$ cat src/rtl/irq_ctx_pkg.sv
package irq_ctx_pkg;

  // Service sequence: vector load follows acceptance, restore follows return.
  typedef enum logic [1:0] {
    SEQ_IDLE   = 2'd0,
    SEQ_ENTER  = 2'd1,
    SEQ_SERVE  = 2'd2,
    SEQ_RETURN = 2'd3
  } seq_state_e;

endpackage

$ cat src/rtl/irq_ctx_seq.sv
module irq_ctx_seq
  import irq_ctx_pkg::*;
(
  input  logic clk,
  input  logic rst_n,
  input  logic irq_req,
  input  logic iret_stb,
  output logic irq_ack,
  output logic enter_cyc,
  output logic return_cyc,
  output logic busy,
  output logic iret_err
);

  seq_state_e st_q, st_d;
  logic       err_q, err_d;

  always_comb begin
    st_d    = st_q;
    irq_ack = irq_req && (st_q == SEQ_IDLE);
    err_d   = iret_stb && ((st_q == SEQ_IDLE) || (st_q == SEQ_RETURN));
    case (st_q)
      SEQ_IDLE:   if (irq_req) st_d = SEQ_ENTER;
      SEQ_ENTER:  st_d = iret_stb ? SEQ_RETURN : SEQ_SERVE;
      SEQ_SERVE:  if (iret_stb) st_d = SEQ_RETURN;
      SEQ_RETURN: st_d = SEQ_IDLE;
      default:    st_d = SEQ_IDLE;
    endcase
  end

  always_ff @(posedge clk or negedge rst_n) begin
    if (!rst_n) begin
      st_q  <= SEQ_IDLE;
      err_q <= 1'b0;
    end else begin
      st_q  <= st_d;
      err_q <= err_d;
    end
  end

  assign enter_cyc  = (st_q == SEQ_ENTER);
  assign return_cyc = (st_q == SEQ_RETURN);
  assign busy       = (st_q != SEQ_IDLE);
  assign iret_err   = err_q;

endmodule

$ cat src/rtl/irq_ret_stack.sv
module irq_ret_stack #(
  parameter int unsigned ADDR_W = 24,
  parameter int unsigned DEPTH  = 2
) (
  input  logic              clk,
  input  logic              rst_n,
  input  logic              push,
  input  logic              pop,
  input  logic [ADDR_W-1:0] push_addr,
  output logic [ADDR_W-1:0] top_addr
);

  localparam int unsigned CNT_W = $clog2(DEPTH + 1);

  logic [ADDR_W-1:0] slot_q [DEPTH];
  logic [ADDR_W-1:0] slot_d [DEPTH];
  logic [CNT_W-1:0]  cnt_q, cnt_d;
  logic              do_push, do_pop;

  assign do_push = push && (cnt_q != CNT_W'(DEPTH));
  assign do_pop  = pop && (cnt_q != '0);

  always_comb begin
    cnt_d = cnt_q;
    if (do_push)     cnt_d = cnt_q + CNT_W'(1);
    else if (do_pop) cnt_d = cnt_q - CNT_W'(1);
    for (int i = 0; i < int'(DEPTH); i++) begin
      slot_d[i] = slot_q[i];
      if (do_push && (cnt_q == CNT_W'(i))) slot_d[i] = push_addr;
    end
  end

  always_comb begin
    top_addr = '0;
    for (int i = 0; i < int'(DEPTH); i++) begin
      if (cnt_q == CNT_W'(i + 1)) top_addr = slot_q[i];
    end
  end

  always_ff @(posedge clk or negedge rst_n) begin
    if (!rst_n) begin
      cnt_q <= '0;
      for (int i = 0; i < int'(DEPTH); i++) slot_q[i] <= '0;
    end else begin
      cnt_q <= cnt_d;
      for (int i = 0; i < int'(DEPTH); i++) slot_q[i] <= slot_d[i];
    end
  end

endmodule

$ cat src/rtl/irq_ctx_shadow.sv
module irq_ctx_shadow #(
  parameter int unsigned DATA_W  = 8,
  parameter int unsigned PAGE_W  = 4,
  parameter int unsigned NUM_RPT = 6
) (
  input  logic                      clk,
  input  logic                      rst_n,
  input  logic                      cap,
  input  logic [DATA_W-1:0]         acc_in,
  input  logic                      c_in,
  input  logic                      z_in,
  input  logic [PAGE_W-1:0]         page_in,
  input  logic [NUM_RPT*DATA_W-1:0] rpt_in,
  output logic [DATA_W-1:0]         acc_q,
  output logic                      c_q,
  output logic                      z_q,
  output logic [PAGE_W-1:0]         page_q,
  output logic [NUM_RPT*DATA_W-1:0] rpt_q
);

  logic [DATA_W-1:0] acc_d;
  logic              c_d, z_d;
  logic [PAGE_W-1:0] page_d;

  always_comb begin
    acc_d  = cap ? acc_in  : acc_q;
    c_d    = cap ? c_in    : c_q;
    z_d    = cap ? z_in    : z_q;
    page_d = cap ? page_in : page_q;
  end

  always_ff @(posedge clk or negedge rst_n) begin
    if (!rst_n) begin
      acc_q  <= '0;
      c_q    <= 1'b0;
      z_q    <= 1'b0;
      page_q <= '0;
    end else begin
      acc_q  <= acc_d;
      c_q    <= c_d;
      z_q    <= z_d;
      page_q <= page_d;
    end
  end

  for (genvar k = 0; k < int'(NUM_RPT); k++) begin : g_rpt
    logic [DATA_W-1:0] r_d;
    assign r_d = cap ? rpt_in[k*DATA_W +: DATA_W] : rpt_q[k*DATA_W +: DATA_W];
    always_ff @(posedge clk or negedge rst_n) begin
      if (!rst_n) rpt_q[k*DATA_W +: DATA_W] <= '0;
      else        rpt_q[k*DATA_W +: DATA_W] <= r_d;
    end
  end

endmodule

$ cat src/rtl/irq_ctx_ctrl.sv
module irq_ctx_ctrl #(
  parameter int unsigned PC_W      = 24,
  parameter int unsigned DATA_W    = 8,
  parameter int unsigned PAGE_W    = 4,
  parameter int unsigned NUM_RPT   = 6,
  parameter int unsigned STK_DEPTH = 2,
  parameter int unsigned VEC_ADDR  = 32'h0000_0010
) (
  input  logic                      clk,
  input  logic                      rst_n,
  input  logic                      irq_req,
  output logic                      irq_ack,
  input  logic                      iret_stb,
  input  logic [PC_W-1:0]           pc_in,
  input  logic [DATA_W-1:0]         acc_in,
  input  logic                      c_in,
  input  logic                      z_in,
  input  logic [PAGE_W-1:0]         page_in,
  input  logic [NUM_RPT*DATA_W-1:0] rpt_in,
  output logic                      pc_load,
  output logic [PC_W-1:0]           pc_load_addr,
  output logic                      ctx_restore,
  output logic [DATA_W-1:0]         acc_out,
  output logic                      c_out,
  output logic                      z_out,
  output logic [PAGE_W-1:0]         page_out,
  output logic [NUM_RPT*DATA_W-1:0] rpt_out,
  output logic                      busy,
  output logic                      iret_err
);

  localparam logic [PC_W-1:0] VEC_PC = PC_W'(VEC_ADDR);

  logic            enter_cyc, return_cyc;
  logic [PC_W-1:0] ret_top, ret_next;

  assign ret_next = pc_in + PC_W'(1);

  irq_ctx_seq u_seq (
    .clk        (clk),
    .rst_n      (rst_n),
    .irq_req    (irq_req),
    .iret_stb   (iret_stb),
    .irq_ack    (irq_ack),
    .enter_cyc  (enter_cyc),
    .return_cyc (return_cyc),
    .busy       (busy),
    .iret_err   (iret_err)
  );

  irq_ret_stack #(
    .ADDR_W (PC_W),
    .DEPTH  (STK_DEPTH)
  ) u_stack (
    .clk       (clk),
    .rst_n     (rst_n),
    .push      (irq_ack),
    .pop       (return_cyc),
    .push_addr (ret_next),
    .top_addr  (ret_top)
  );

  irq_ctx_shadow #(
    .DATA_W  (DATA_W),
    .PAGE_W  (PAGE_W),
    .NUM_RPT (NUM_RPT)
  ) u_shadow (
    .clk     (clk),
    .rst_n   (rst_n),
    .cap     (irq_ack),
    .acc_in  (acc_in),
    .c_in    (c_in),
    .z_in    (z_in),
    .page_in (page_in),
    .rpt_in  (rpt_in),
    .acc_q   (acc_out),
    .c_q     (c_out),
    .z_q     (z_out),
    .page_q  (page_out),
    .rpt_q   (rpt_out)
  );

  always_comb begin
    pc_load      = enter_cyc || return_cyc;
    pc_load_addr = return_cyc ? ret_top : VEC_PC;
    ctx_restore  = return_cyc;
  end

endmodule

$ cat config.mk
export PLATFORM = sky130hd
export DESIGN_NAME = irq_ctx_ctrl
export DESIGN_NICKNAME = d
export VERILOG_FILES = /design/src/rtl/irq_ctx_pkg.sv /design/src/rtl/irq_ctx_seq.sv /design/src/rtl/irq_ret_stack.sv /design/src/rtl/irq_ctx_shadow.sv /design/src/rtl/irq_ctx_ctrl.sv
export SDC_FILE = /design/constraint.sdc
export NUM_CORES = 1
export LEC_CHECK = 0
export ABC_AREA = 1
export BUFFER_PORTS_ARGS = -buffer_cell sky130_fd_sc_hd__buf_2
export CORE_MARGIN = 5
export CORE_UTILIZATION = 47
export CTS_CLUSTER_DIAMETER = 50
export DETAILED_ROUTE_END_ITERATION = 8
export PLACE_DENSITY = 0.77
export RECOVER_POWER = 25
export SETUP_SLACK_MARGIN = 0.05
export SLEW_MARGIN = 15
export SYNTH_ARGS = -nofsm -noshare
export SYNTH_HDL_FRONTEND = slang
export SYNTH_HIERARCHICAL = 1
export SYNTH_SLANG_ARGS = --single-unit
$ cat constraint.sdc
create_clock -name clk -period 1.5 [get_ports clk]
set_clock_uncertainty 0.05 [all_clocks]
set_input_delay 0.075 -clock clk [delete_from_list [all_inputs] [get_ports clk]]
set_output_delay 0.075 -clock clk [all_outputs]
set_load 0.03 [all_outputs]
==> summary.txt, run 1 <==
Outcome
  • Status: finished with violations
  • Failing checks: negative setup slack

Finish
  • Filler cell count: 598
  • Area grow syn2layout: 72.6%
  • Layout cell share with drive strength beyond 1: 0.442
  • Most common cell after layout, fill and taps aside: nand2_1
  • Reg area: 2880 um2
  • Inserted Diodes: 0
  • Area of the multi-input gates: 3070 um2
  • Fin area: 10000 um2
  • Non-Filler Instances: 1237
  • Commonest non-fill, non-tap cells in the layout: nand2_1, buf_2, dfrtp_1, dlygate4sd3_1, nand2_2
  • Nets: 1155

Timing
  • Slew Limit Fails: 0
  • Setup TNS: -23.89 ns
  • Count of final setup violators: 137
  • RSZ-0062 raised after global routing: yes
  • Max-slew headroom: 0.291
  • Final period utilization: 1.26
  • Max Fclk: 0.528 GHz
  • Final WS setup: -0.393 ns
  • Final Hold Vio Count: 0
  • Worst Hold Slack: 0.0366 ns
  • Min Tclk post-route: 1.89 ns
  • Worst Tran Pin Value: 1.06 ns

Logic synthesis
  • Register area share after synthesis: 0.497
  • Yosys warnings: 6
  • Adder-Cell Fraction of Synth Area: 0.0194
  • Mapped Area: 5800 um2
  • Simple-gate area share of the yosys netlist: 0.321
  • Yosys top cell area share: 0.497
  • Post-synthesis mux area share: 0
  • Complex-gate fraction of the synthesized area: 0.0475
  • XOR/XNOR Fraction of Synth Area: 0.0227
  • Synth area leaders: dfrtp_1, nand2_1, inv_1, nand3_1, o21ai_1
  • Main combinational cell family by area after synthesis: simple AND/OR/NAND/NOR gates
  • Largest area contributor in the netlist: dfrtp_1
  • Syn nets: 845
  • Avg Cell Area, Syn: 7.77 um2
  • #FFs+latches synth: 115
  • Synth Instances: 746
  • Distinct cells, synth: 26

Setup path
  • Endpoint class of the critical path: output port
  • WP data arrival: 1.77 ns
  • Critical Path Slowest Stage Cell: dfrtp_1
  • Startpoint Class: flop
  • Reg2reg end: u_stack/slot_q[5]$_DFFE_PN0P_
  • Setup Crit Path Kind: flop to output port
  • Worst r2r src: u_stack/cnt_q[1]$_DFFE_PN0P_
  • Crit-path max FO: 6
  • CP delay by family, top: buffers and inverters
  • Reg2reg path depth: 9
  • Register-to-Register Setup Slack: -0.34 ns
  • Crit-path max cell delay: 0.40 ns
  • Buffers & Inverters on Critical Path: 5
  • CP cell instances: inv_2, ha_4, buf_6, buf_6, nand2_1, nand2_1, nand2_1, inv_1, buf_6
  • Required time of the critical path: 1.37 ns

Detailed routing
  • Drt first pass iters: 7
  • Drt total wl: 24.4 mm
  • WL per Instance: 19.7 um
  • DR DRC count: 0
  • Met2 wire length: 12.1 mm
  • Met3 routed WL: 2.44 mm
  • DRT iter0 DRCs: 850
  • Final ANT Viol Nets: 0
  • Met1 Wirelength: 8.50 mm
  • Highest routed metal layer: met4
  • Vias per cell: 5.38
  • Vias post-DR: 6651

Global routing
  • Largest net degree at the start of global routing: 63
  • Number of global-route vias before repair: 6632
  • GR Overflow Total: 0
  • Total GRT Usage: 0.300
  • Global-route wire length before repair: 34.1 mm
  • Antenna violations before repair: 0

Hold path
  • Worst min path class: primary input to flop
  • Hold EP: u_stack/slot_q[32]$_DFFE_PN0P_
  • Min-delay src: pc_in[8]
  • Hold depth: 4

CTS
  • Clock tree root driver cell: clkbuf_16
  • CTS buffer count: 17
  • H-Tree Depth: 4
  • CTS Buffer Depth: 2
  • TritonCTS clock tree: done
  • Clock sinks: 115
  • Worst-Skew Late Latency: 0.41 ns
  • Clock-pin slew on the worst setup and hold paths: 0.06 ns

Die
  • Io pins: 181
  • Initial Util: 0.480
  • Core ar.: 12100 um2
  • Cell row count: 40
  • Die height: 121 um
  • Die area: 14700 um2
  • Die X: 121 um

Placed design
  • GP Congestion: 0.911
  • Buffers on Ports: 180
  • Placed cell count: 1082
  • Area after detailed placement: 6920 um2
  • DP Wirelength: 10.7 mm

Run
  • Number of max-cap violations: 0

Power
  • Power Density: 2090 nW/um2
  • Worst vdd ir: 0.000925 V
  • Leak: 0.00534 uW
cell type report:
cell class	count	area share
clock inverter	14	0.0163
multi-input combinational	525	0.307
clock buffer	18	0.0429
inverter	72	0.0306
sequential	115	0.288
tap	168	0.0210
timing repair inverter	3	0.00513
timing repair buffer	322	0.290
metrics by stage:
stage / worst slack, ns / power, uW / utilization
after global routing: -0.456 / 21700 / 0.829
after global placement: -0.0176 / 12300 / 0.574
after CTS: -0.335 / 19000 / 0.792
after floorplan: -0.0612 / 10200 / -
after detailed placement: -0.0638 / 12400 / 0.574
final: -0.393 / 20900 / 0.829
worst min-delay path, stage by stage:
cell,delay (ns)
buf_2,0.11
xnor2_1,0.10
inv_1,0.11
o21ai_2,0.07
kinds of logic (layout without fill, tap and decap cells):
group / Yosys count / in the layout
AOI/OAI and AO/OA: 49 / 49
xor gates and xnor gates: 15 / 15
adders and majority gates: 9 / 9
buffers and inverters: 106 / 429
DFF: 115 / 115
and+or+nand+nor: 452 / 452
synthesized netlist by cell type:
| library cell | number |
|---|---|
| nand2_1 | 369 |
| dfrtp_1 | 115 |
| inv_1 | 70 |
| nand3_1 | 36 |
| o21ai_1 | 32 |
| nor2_1 | 22 |
| buf_6 | 14 |
| ha_1 | 9 |
| o21ai_0 | 9 |
| buf_2 | 8 |
| o21ai_2 | 8 |
| xor2_1 | 8 |
| xnor2_1 | 7 |
| buf_4 | 6 |
| clkbuf_1 | 6 |
| nand2_2 | 5 |
| nand3b_1 | 5 |
| nor2_4 | 4 |
| nand4_1 | 3 |
| nor2_2 | 3 |
| nand2_4 | 2 |
| inv_2 | 1 |
| inv_6 | 1 |
| nand3_2 | 1 |
| nor2_8 | 1 |
| or2_2 | 1 |
flip-flops by register name, summed over array words and instances (netlist names):
signal           flops
u_seq/iret_err       1
u_shadow/acc_q       8
u_shadow/rpt_q      48
u_shadow/c_q         1
u_seq/st_q           2
u_shadow/z_q         1
u_shadow/page_q      4
u_stack/slot_q      48
u_stack/cnt_q        2
power by group:
group          leakage [uW]  internal (uW)  switching [uW]
logic               0.00362           4440            6680
registers           0.00144           4540            1160
clock network      0.000282           2600            1500
total               0.00534          11600            9340
layer usage:
metal  up-vias  GRT usage
met5         -          0
met4         0      0.171
met3       127     0.0699
met2       507      0.526
met1      3115      0.333
li1       2902          -
worst max-delay path by stage:
stage                                             from                             end  depth (start not counted)
after floorplan              u_seq/st_q[1]$_DFFE_PN0P_  u_stack/slot_q[13]$_DFFE_PN0P_                         11
after global placement    u_stack/cnt_q[1]$_DFFE_PN0P_                pc_load_addr[16]                          8
after detailed placement  u_stack/cnt_q[0]$_DFFE_PN0P_  u_stack/slot_q[27]$_DFFE_PN0P_                          8
after CTS                 u_stack/cnt_q[1]$_DFFE_PN0P_                 pc_load_addr[5]                          8
after global routing      u_stack/cnt_q[0]$_DFFE_PN0P_                pc_load_addr[12]                          8
final                     u_stack/cnt_q[0]$_DFFE_PN0P_                 pc_load_addr[3]                          9
timing repair:
item,4_1_cts,5_1_grt
hold buffers,73,0
pin swaps,13,12
gates cloned,16,6
setup endpoints to repair,76,140
buffers inserted,24,11
hold endpoints to repair,198,0
gates resized for setup,200,123
(Power assumes the default switching activity.)
==> run 2, diff against run 1 <==
--- a/config.mk
+++ b/config.mk
@@ -6,12 +6,12 @@
 export NUM_CORES = 1
 export LEC_CHECK = 0
 export ABC_AREA = 1
-export BUFFER_PORTS_ARGS = -buffer_cell sky130_fd_sc_hd__buf_2
 export CORE_MARGIN = 5
-export CORE_UTILIZATION = 47
+export CORE_UTILIZATION = 57
 export CTS_CLUSTER_DIAMETER = 50
 export DETAILED_ROUTE_END_ITERATION = 8
-export PLACE_DENSITY = 0.77
+export DONT_BUFFER_PORTS = 1
+export PLACE_DENSITY = 0.75
 export RECOVER_POWER = 25
 export SETUP_SLACK_MARGIN = 0.05
 export SLEW_MARGIN = 15
==> summary.txt, run 2 (same netlist as run 1, synthesis figures left out) <==
Outcome
  • Status: finished with violations
  • Failing checks: negative hold slack, negative setup slack

Power
  • Worst vdd ir: 0.00160 V
  • Power Density: 2230 nW/um2
  • Leak: 0.00467 uW
  • Final Power: 20900 uW

Detailed routing
  • Vias per cell: 6.61
  • Drt total wl: 29.7 mm
  • DRT iter0 DRCs: 1037
  • Drt first pass iters: 6
  • DR DRC count: 0
  • WL per Instance: 28.3 um
  • Vias post-DR: 6956
  • Final ANT Viol Nets: 0

Timing
  • Final period utilization: 1.40
  • Final WS setup: -0.607 ns
  • Max Fclk: 0.475 GHz
  • Setup TNS: -34.65 ns
  • Max-slew headroom: 0.700
  • Slew Limit Fails: 0
  • Final Hold Vio Count: 115
  • Worst Hold Slack: -0.819 ns
  • Min Tclk post-route: 2.11 ns
  • Count of final setup violators: 128
  • Worst Tran Pin Value: 0.450 ns
  • RSZ-0062 raised after global routing: yes

Finish
  • Area grow syn2layout: 62.1%
  • Largest registers: u_shadow/rpt_q: 48 flops, u_stack/slot_q: 48 flops, u_shadow/acc_q: 8 flops
  • Most common cell after layout, fill and taps aside: nand2_1
  • Commonest non-fill, non-tap cells in the layout: nand2_1, dfrtp_1, dlygate4sd3_1, nand2_2, o21ai_2
  • Non-Filler Instances: 1053
  • Layout cell share with drive strength beyond 1: 0.364
  • Nets: 1001

Die
  • Die area: 12300 um2
  • Die height: 111 um
  • Core ar.: 9860 um2
  • Io pins: 181
  • Cell row count: 36
  • Initial Util: 0.588
  • Die X: 111 um

Global routing
  • Total GRT Usage: 0.347
  • GR Overflow Total: 0
  • Largest net degree at the start of global routing: 116
  • Antenna violations before repair: 3
  • Global-route wire length before repair: 33.9 mm
  • Number of global-route vias before repair: 6428

Setup path
  • Buffers & Inverters on Critical Path: 4
  • Crit-path max cell delay: 0.42 ns
  • Setup Crit Path Kind: flop to output port
  • WP data arrival: 1.98 ns
  • CP delay by family, top: buffers and inverters
  • Startpoint Class: flop
  • Required time of the critical path: 1.37 ns
  • Crit-path max FO: 13
  • Endpoint class of the critical path: output port
  • CP cell instances: inv_2, ha_4, inv_8, buf_12, nand3_1, nand2_1, nand2_1, inv_2
  • Critical Path Slowest Stage Cell: dfrtp_1

CTS
  • Clock tree root driver cell: clkbuf_8
  • Hold buffer count at CTS: 91
  • Clock-pin slew on the worst setup and hold paths: 0.07 ns
  • TritonCTS clock tree: done
  • Worst-Skew Late Latency: 0.54 ns
  • CTS Buffer Depth: 2
  • Clock sinks: 115
  • H-Tree Depth: 4
  • CTS buffer count: 17

Run
  • Number of max-cap violations: 0

Placed design
  • GP Congestion: 0.912
  • Placed cell count: 870
  • DP Wirelength: 10.0 mm
  • Buffers on Ports: 0

Hold path
  • Worst min path class: primary input to async pin
==> run 2: what timing repair did <==
item | in CTS | in global routing
buffers inserted | 23 | 10
hold endpoints to repair | 228 | 115
gates resized for setup | 138 | 195
pin swaps | 6 | 25
gates cloned | 17 | 13
setup endpoints to repair | 116 | 140
==> run 2: cell type report <==
| type | instances | area, um2 |
|---|---|---|
| timing repair buffer | 168 | 2240 |
| tap | 133 | 166 |
| timing repair inverter | 3 | 47.5 |
| antenna | 5 | 12.5 |
| sequential | 115 | 2880 |
| multi-input combinational | 525 | 3160 |
| clock buffer | 17 | 414 |
| fill | 245 | 468 |
| clock inverter | 15 | 135 |
| inverter | 72 | 338 |
==> run 2: worst paths after layout <==
| check | startpoint | end | slack (ns) | depth (start not counted) |
|---|---|---|---|---|
| max | u_stack/cnt_q[0]$_DFFE_PN0P_ | pc_load_addr[7] | -0.61 | 8 |
| min | rst_n | u_shadow/rpt_q[6]$_DFFE_PN0P_ | -0.82 | 0 |
| max reg2reg | u_seq/st_q[1]$_DFFE_PN0P_ | u_stack/slot_q[23]$_DFFE_PN0P_ | -0.45 | 12 |
| min reg2reg | u_stack/slot_q[1]$_DFFE_PN0P_ | u_stack/slot_q[1]$_DFFE_PN0P_ | 0.46 | 2 |
| max in group asynchronous | rst_n | u_stack/slot_q[3]$_DFFE_PN0P_ | 2.03 | 0 |
| min in group clk | pc_in[3] | u_stack/slot_q[35]$_DFFE_PN0P_ | 0.02 | 6 |
==> run 2: through the flow <==
step	hold slack [ns]	instance area, um2	util	worst slack [ns]
6_report	-0.819	9400	0.953	-0.607
5_1_grt	-0.851	9390	0.952	-0.641
4_1_cts	-0.826	8530	0.865	-0.442
3_5_place_dp	-0.268	6020	0.610	-0.0246
3_3_place_gp	-0.268	6020	0.610	0.00971
2_1_floorplan	-0.271	5820	-	-0.0612
==> run 2: report_power, final <==
group / switching, uW / internal, uW / total, uW
logic: 5360 / 4010 / 9380
clock network: 1660 / 2210 / 3860
registers: 3200 / 4500 / 7700
total: 10200 / 10700 / 20900
==> run 2: metal layers <==
metal	share of wire	vias up	GRT usage
met5	0	-	0
met2	0.46	833	0.608
li1	-	2589	-
met3	0.13	319	0.122
met4	0.11	0	0.198
met1	0.30	3215	0.358
==> run 3, diff against run 2 <==
--- a/config.mk
+++ b/config.mk
@@ -17,5 +17,4 @@
 export SLEW_MARGIN = 15
 export SYNTH_ARGS = -nofsm -noshare
 export SYNTH_HDL_FRONTEND = slang
-export SYNTH_HIERARCHICAL = 1
 export SYNTH_SLANG_ARGS = --single-unit
==> summary.txt, run 3 <==
Die
  • Die height: 108 um
  • Cell row count: 35
  • Io pins: 181
  • Die X: 108 um
  • Initial Util: 0.588

Outcome
  • Status: aborted with a tool error
  • Failing step: global routing (5_1_grt)
  • Run Error: [ERROR DPL-0038] Utilization greater than 100%, impossible to legalize

Logic synthesis
  • Most frequent cell after synthesis: nand2_1
  • Ys async rst share: 1.00
  • Largest area contributor in the netlist: dfrtp_1
  • Commonest cells post-synth: nand2_1, dfrtp_1, a21oi_1, inv_1, nor2_1
  • Synth area leaders: dfrtp_1, nand2_1, a21oi_1, ha_1, inv_1
  • Synth Instances: 693
  • Mapped Area: 5480 um2
  • #FFs+latches synth: 115
  • Avg Cell Area, Syn: 7.91 um2
  • Yosys warnings: 0
  • Yosys top cell area share: 0.525
  • Register area share after synthesis: 0.525
  • Distinct cells, synth: 28
  • Main flop type after synthesis: dfrtp_1
  • Number of enable flip-flop cells after synthesis: 0
  • Syn nets: 792

Global routing
  • Largest net degree at the start of global routing: 116

CTS
  • CTS Buffer Depth: 2
  • CTS buffer count: 17
  • Clock tree root driver cell: clkbuf_8
  • Clock sinks: 115
  • H-Tree Depth: 4

Placed design
  • GP Congestion: 0.894
  • Buffers on Ports: 0
  • DP Wirelength: 9.75 mm
  • Area after detailed placement: 6100 um2
  • Placed cell count: 828

Timing
  • GRT worst endpoint: pc_load_addr[1]
  • WEP type: output port
## run 3: cell count changes after synthesis, moves of 4 or more
cell	previous run	this run
inv_1	70	26
nand3_1	36	18
a21oi_1	0	26
o21ai_1	32	6
inv_2	1	5
nand2_1	369	389
buf_4	6	2
buf_6	14	6
## run 3: kinds of logic after synthesis
| family | Yosys count | share of synthesized area |
|---|---|---|
| and+or+nand+nor | 446 | 0.327 |
| DFF | 115 | 0.525 |
| buffers and inverters | 59 | 0.0525 |
| AOI/OAI and AO/OA | 51 | 0.0532 |
| xor gates and xnor gates | 13 | 0.0221 |
| adders and majority gates | 9 | 0.0205 |
## run 3: per-stage QoR
| stage | worst slack, ns | TNS, ns |
|---|---|---|
| after floorplan | -0.0157 | -0.0996 |
| after global placement | -0.0954 | -5.91 |
| after detailed placement | -0.165 | -9.40 |
| after CTS | -0.470 | -25.05 |
## run 3: repair_timing
item                                   CTS
setup endpoints to repair              138
resized for setup                      185
buffers inserted                        24
endpoints found under the hold margin  228
pin swaps                               79
hold buffers                            89
gates cloned                            18
==> run 4, diff against run 3 <==
--- a/config.mk
+++ b/config.mk
@@ -7,13 +7,11 @@
 export LEC_CHECK = 0
 export ABC_AREA = 1
 export CORE_MARGIN = 5
-export CORE_UTILIZATION = 57
-export CTS_CLUSTER_DIAMETER = 50
+export CORE_UTILIZATION = 40
 export DETAILED_ROUTE_END_ITERATION = 8
 export DONT_BUFFER_PORTS = 1
-export PLACE_DENSITY = 0.75
+export PLACE_DENSITY_LB_ADDON = 0.15
 export RECOVER_POWER = 25
-export SETUP_SLACK_MARGIN = 0.05
 export SLEW_MARGIN = 15
 export SYNTH_ARGS = -nofsm -noshare
 export SYNTH_HDL_FRONTEND = slang
==> constraint.sdc (replaced) <==
create_clock -name clk -period 2 [get_ports clk]
set_clock_uncertainty 0.05 [all_clocks]
set_input_delay 0.1 -clock clk [delete_from_list [all_inputs] [get_ports clk]]
set_output_delay 0.1 -clock clk [all_outputs]
set_load 0.03 [all_outputs]
==> summary.txt, run 4 <==
Setup path
  • Crit-path max FO: 6
  • Critical Path Slowest Stage Cell: dfrtp_1
  • Required time of the critical path: 1.85 ns
  • CP delay by family, top: buffers and inverters
  • Reg2reg path depth: 6
  • CP cell instances: ha_4, inv_2, nand2_4, inv_4, buf_6, buf_16, nand2_1, a21oi_2, buf_6
  • Reg2reg end: u_shadow.page_q[2]$_DFFE_PN0P_
  • Endpoint class of the critical path: output port
  • Top cell by count, worst path: buf_6
  • Startpoint Class: flop
  • Worst path depth: 9
  • Crit-path max cell delay: 0.41 ns
  • Worst r2r src: u_seq.st_q[0]$_DFFE_PN0P_
  • Setup Crit Path Kind: flop to output port
  • Register-to-Register Setup Slack: 0.21 ns
  • WP data arrival: 1.80 ns
  • Buffers & Inverters on Critical Path: 5

Finish
  • Nets: 913
  • Filler cell count: 1168
  • Non-Filler Instances: 1003
  • Most common cell after layout, fill and taps aside: nand2_1
  • Area grow syn2layout: 40.5%
  • Fin area: 7710 um2
  • Largest registers: u_shadow.rpt_q: 48 flops, u_stack.slot_q: 48 flops, u_shadow.acc_q: 8 flops
  • Layout cell share with drive strength beyond 1: 0.169
  • Inserted Diodes: 0
  • Commonest non-fill, non-tap cells in the layout: nand2_1, dfrtp_1, dlygate4sd3_1, inv_1, nor2_1

Timing
  • Worst Tran Pin Value: 0.616 ns
  • Final period utilization: 0.976
  • Max Fclk: 0.512 GHz
  • Max-slew headroom: 0.589
  • Slew Limit Fails: 0
  • Count of final setup violators: 0
  • RSZ-0062 raised after global routing: yes
  • Final Hold Vio Count: 115
  • Worst Hold Slack: -0.663 ns
  • Min Tclk post-route: 1.95 ns
  • Final WS setup: 0.0476 ns

Placed design
  • Placed cell count: 874
  • DP Wirelength: 9.96 mm
  • GP Congestion: 0.851
  • Area after detailed placement: 5810 um2
  • Buffers on Ports: 0
  • Place WS: 0.167 ns

Detailed routing
  • Final ANT Viol Nets: 0
  • Drt total wl: 16.5 mm
  • Vias per cell: 4.94
  • DRT iter0 DRCs: 299
  • DR DRC count: 0
  • Vias post-DR: 4950
  • WL per Instance: 16.4 um
  • Drt first pass iters: 4

Logic synthesis
  • Synth area leaders: dfrtp_1, nand2_1, a21oi_1, ha_1, inv_1
  • Number of enable flip-flop cells after synthesis: 0
  • Commonest cells post-synth: nand2_1, dfrtp_1, a21oi_1, inv_1, nor2_1
  • Avg Cell Area, Syn: 7.91 um2
  • Ys async rst share: 1.00
  • Yosys top cell area share: 0.525
  • Most frequent cell after synthesis: nand2_1
  • #FFs+latches synth: 115
  • Largest area contributor in the netlist: dfrtp_1
  • Main flop type after synthesis: dfrtp_1
  • Synth Instances: 693
  • Yosys warnings: 0
  • Mapped Area: 5480 um2
  • Distinct cells, synth: 28
  • Register area share after synthesis: 0.525
  • Syn nets: 792

CTS
  • CTS buffer count: 17
  • Clock-pin slew on the worst setup and hold paths: 0.05 ns
  • Clock sinks: 115
  • Clock tree root driver cell: clkbuf_16
  • Hold buffer count at CTS: 89
  • CTS Buffer Depth: 2
  • Worst-Skew Late Latency: 0.41 ns
  • TritonCTS clock tree: done
  • H-Tree Depth: 4

Global routing
  • Total GRT Usage: 0.206
  • Number of global-route vias before repair: 5184
  • Antenna violations before repair: 0
  • GR Overflow Total: 0
  • Largest net degree at the start of global routing: 116
  • Global-route wire length before repair: 26.4 mm

Outcome
  • Status: finished with violations
  • Failing checks: negative hold slack

Die
  • Io pins: 181
  • Core ar.: 13300 um2
  • Die area: 16200 um2
  • Die X: 127 um
  • Die height: 127 um
  • Initial Util: 0.411
  • Cell row count: 42

Power
  • Worst vdd ir: 0.000835 V
  • Final Power: 12100 uW
  • Power Density: 1570 nW/um2
  • Leak: 0.00383 uW

Hold path
  • Worst min path class: primary input to async pin

Run
  • Number of max-cap violations: 0
-- run 4: cell counts after synthesis --
No cell type changed its count.
-- run 4: cell type report --
type,count,area (um2),area share
Timing Repair Buffer,130,1360,0.176
Multi-Input combinational cell,519,2520,0.328
Inverter,31,121,0.0157
Tap cell,176,220,0.0286
Sequential cell,115,2880,0.373
Clock buffer,20,447,0.0580
Clock inverter,12,158,0.0205
-- run 4: how the worst max path moves through the flow --
| stage | slack [ns] | start | to |
|---|---|---|---|
| after global routing | -0.04 | u_stack.cnt_q[0]$_DFFE_PN0P_ | pc_load_addr[19] |
| after CTS | -0.005 | u_stack.cnt_q[0]$_DFFE_PN0P_ | pc_load_addr[21] |
| after detailed placement | 0.17 | u_seq.st_q[0]$_DFFE_PN0P_ | u_stack.slot_q[30]$_DFFE_PN0P_ |
| after global placement | 0.26 | u_seq.st_q[0]$_DFFE_PN0P_ | u_stack.slot_q[31]$_DFFE_PN0P_ |
| after floorplan | 0.13 | u_stack.cnt_q[0]$_DFFE_PN0P_ | pc_load_addr[10] |
| final | 0.05 | u_stack.cnt_q[1]$_DFFE_PN0P_ | pc_load_addr[19] |
-- run 4: metrics by stage --
stage / util / setup TNS, ns
3_5_place_dp: 0.435 / 0
4_1_cts: 0.560 / -0.0112
3_3_place_gp: 0.435 / 0
6_report: 0.577 / 0
2_1_floorplan: - / 0
5_1_grt: 0.577 / -0.421
-- run 4: layer usage --
metal / GRT usage / wire length (um) / part of all wire / vias to the layer above
met3: 0.0714 / 1380 / 0.083 / 33
met5: 0 / 0 / 0 / -
met4: 0.0845 / 432 / 0.026 / 0
li1: - / - / - / 2381
met1: 0.253 / 6740 / 0.41 / 2341
met2: 0.332 / 7930 / 0.48 / 195
-- run 4: repair_timing --
item,4_1_cts,5_1_grt
cloned,2,1
setup buffers,4,2
pin swaps,3,11
endpoints found under the setup margin,24,30
endpoints found under the hold margin,228,115
gates resized for setup,27,52
-- run 4: logic make-up (layout without fill, tap and decap cells) --
logic type,after synthesis,in the layout,synth area share
buf+inv,59,193,0.0525
fa+ha+maj,9,9,0.0205
compound gates,51,51,0.0532
simple gates,446,446,0.327
flops,115,115,0.525
xor+xnor,13,13,0.0221
-- run 4: power by group --
part	switching, uW	internal [uW]	leakage (uW)
clock network	1070	1990	0.000286
logic	2210	1510	0.00209
registers	1970	3390	0.00145
total	5240	6890	0.00383
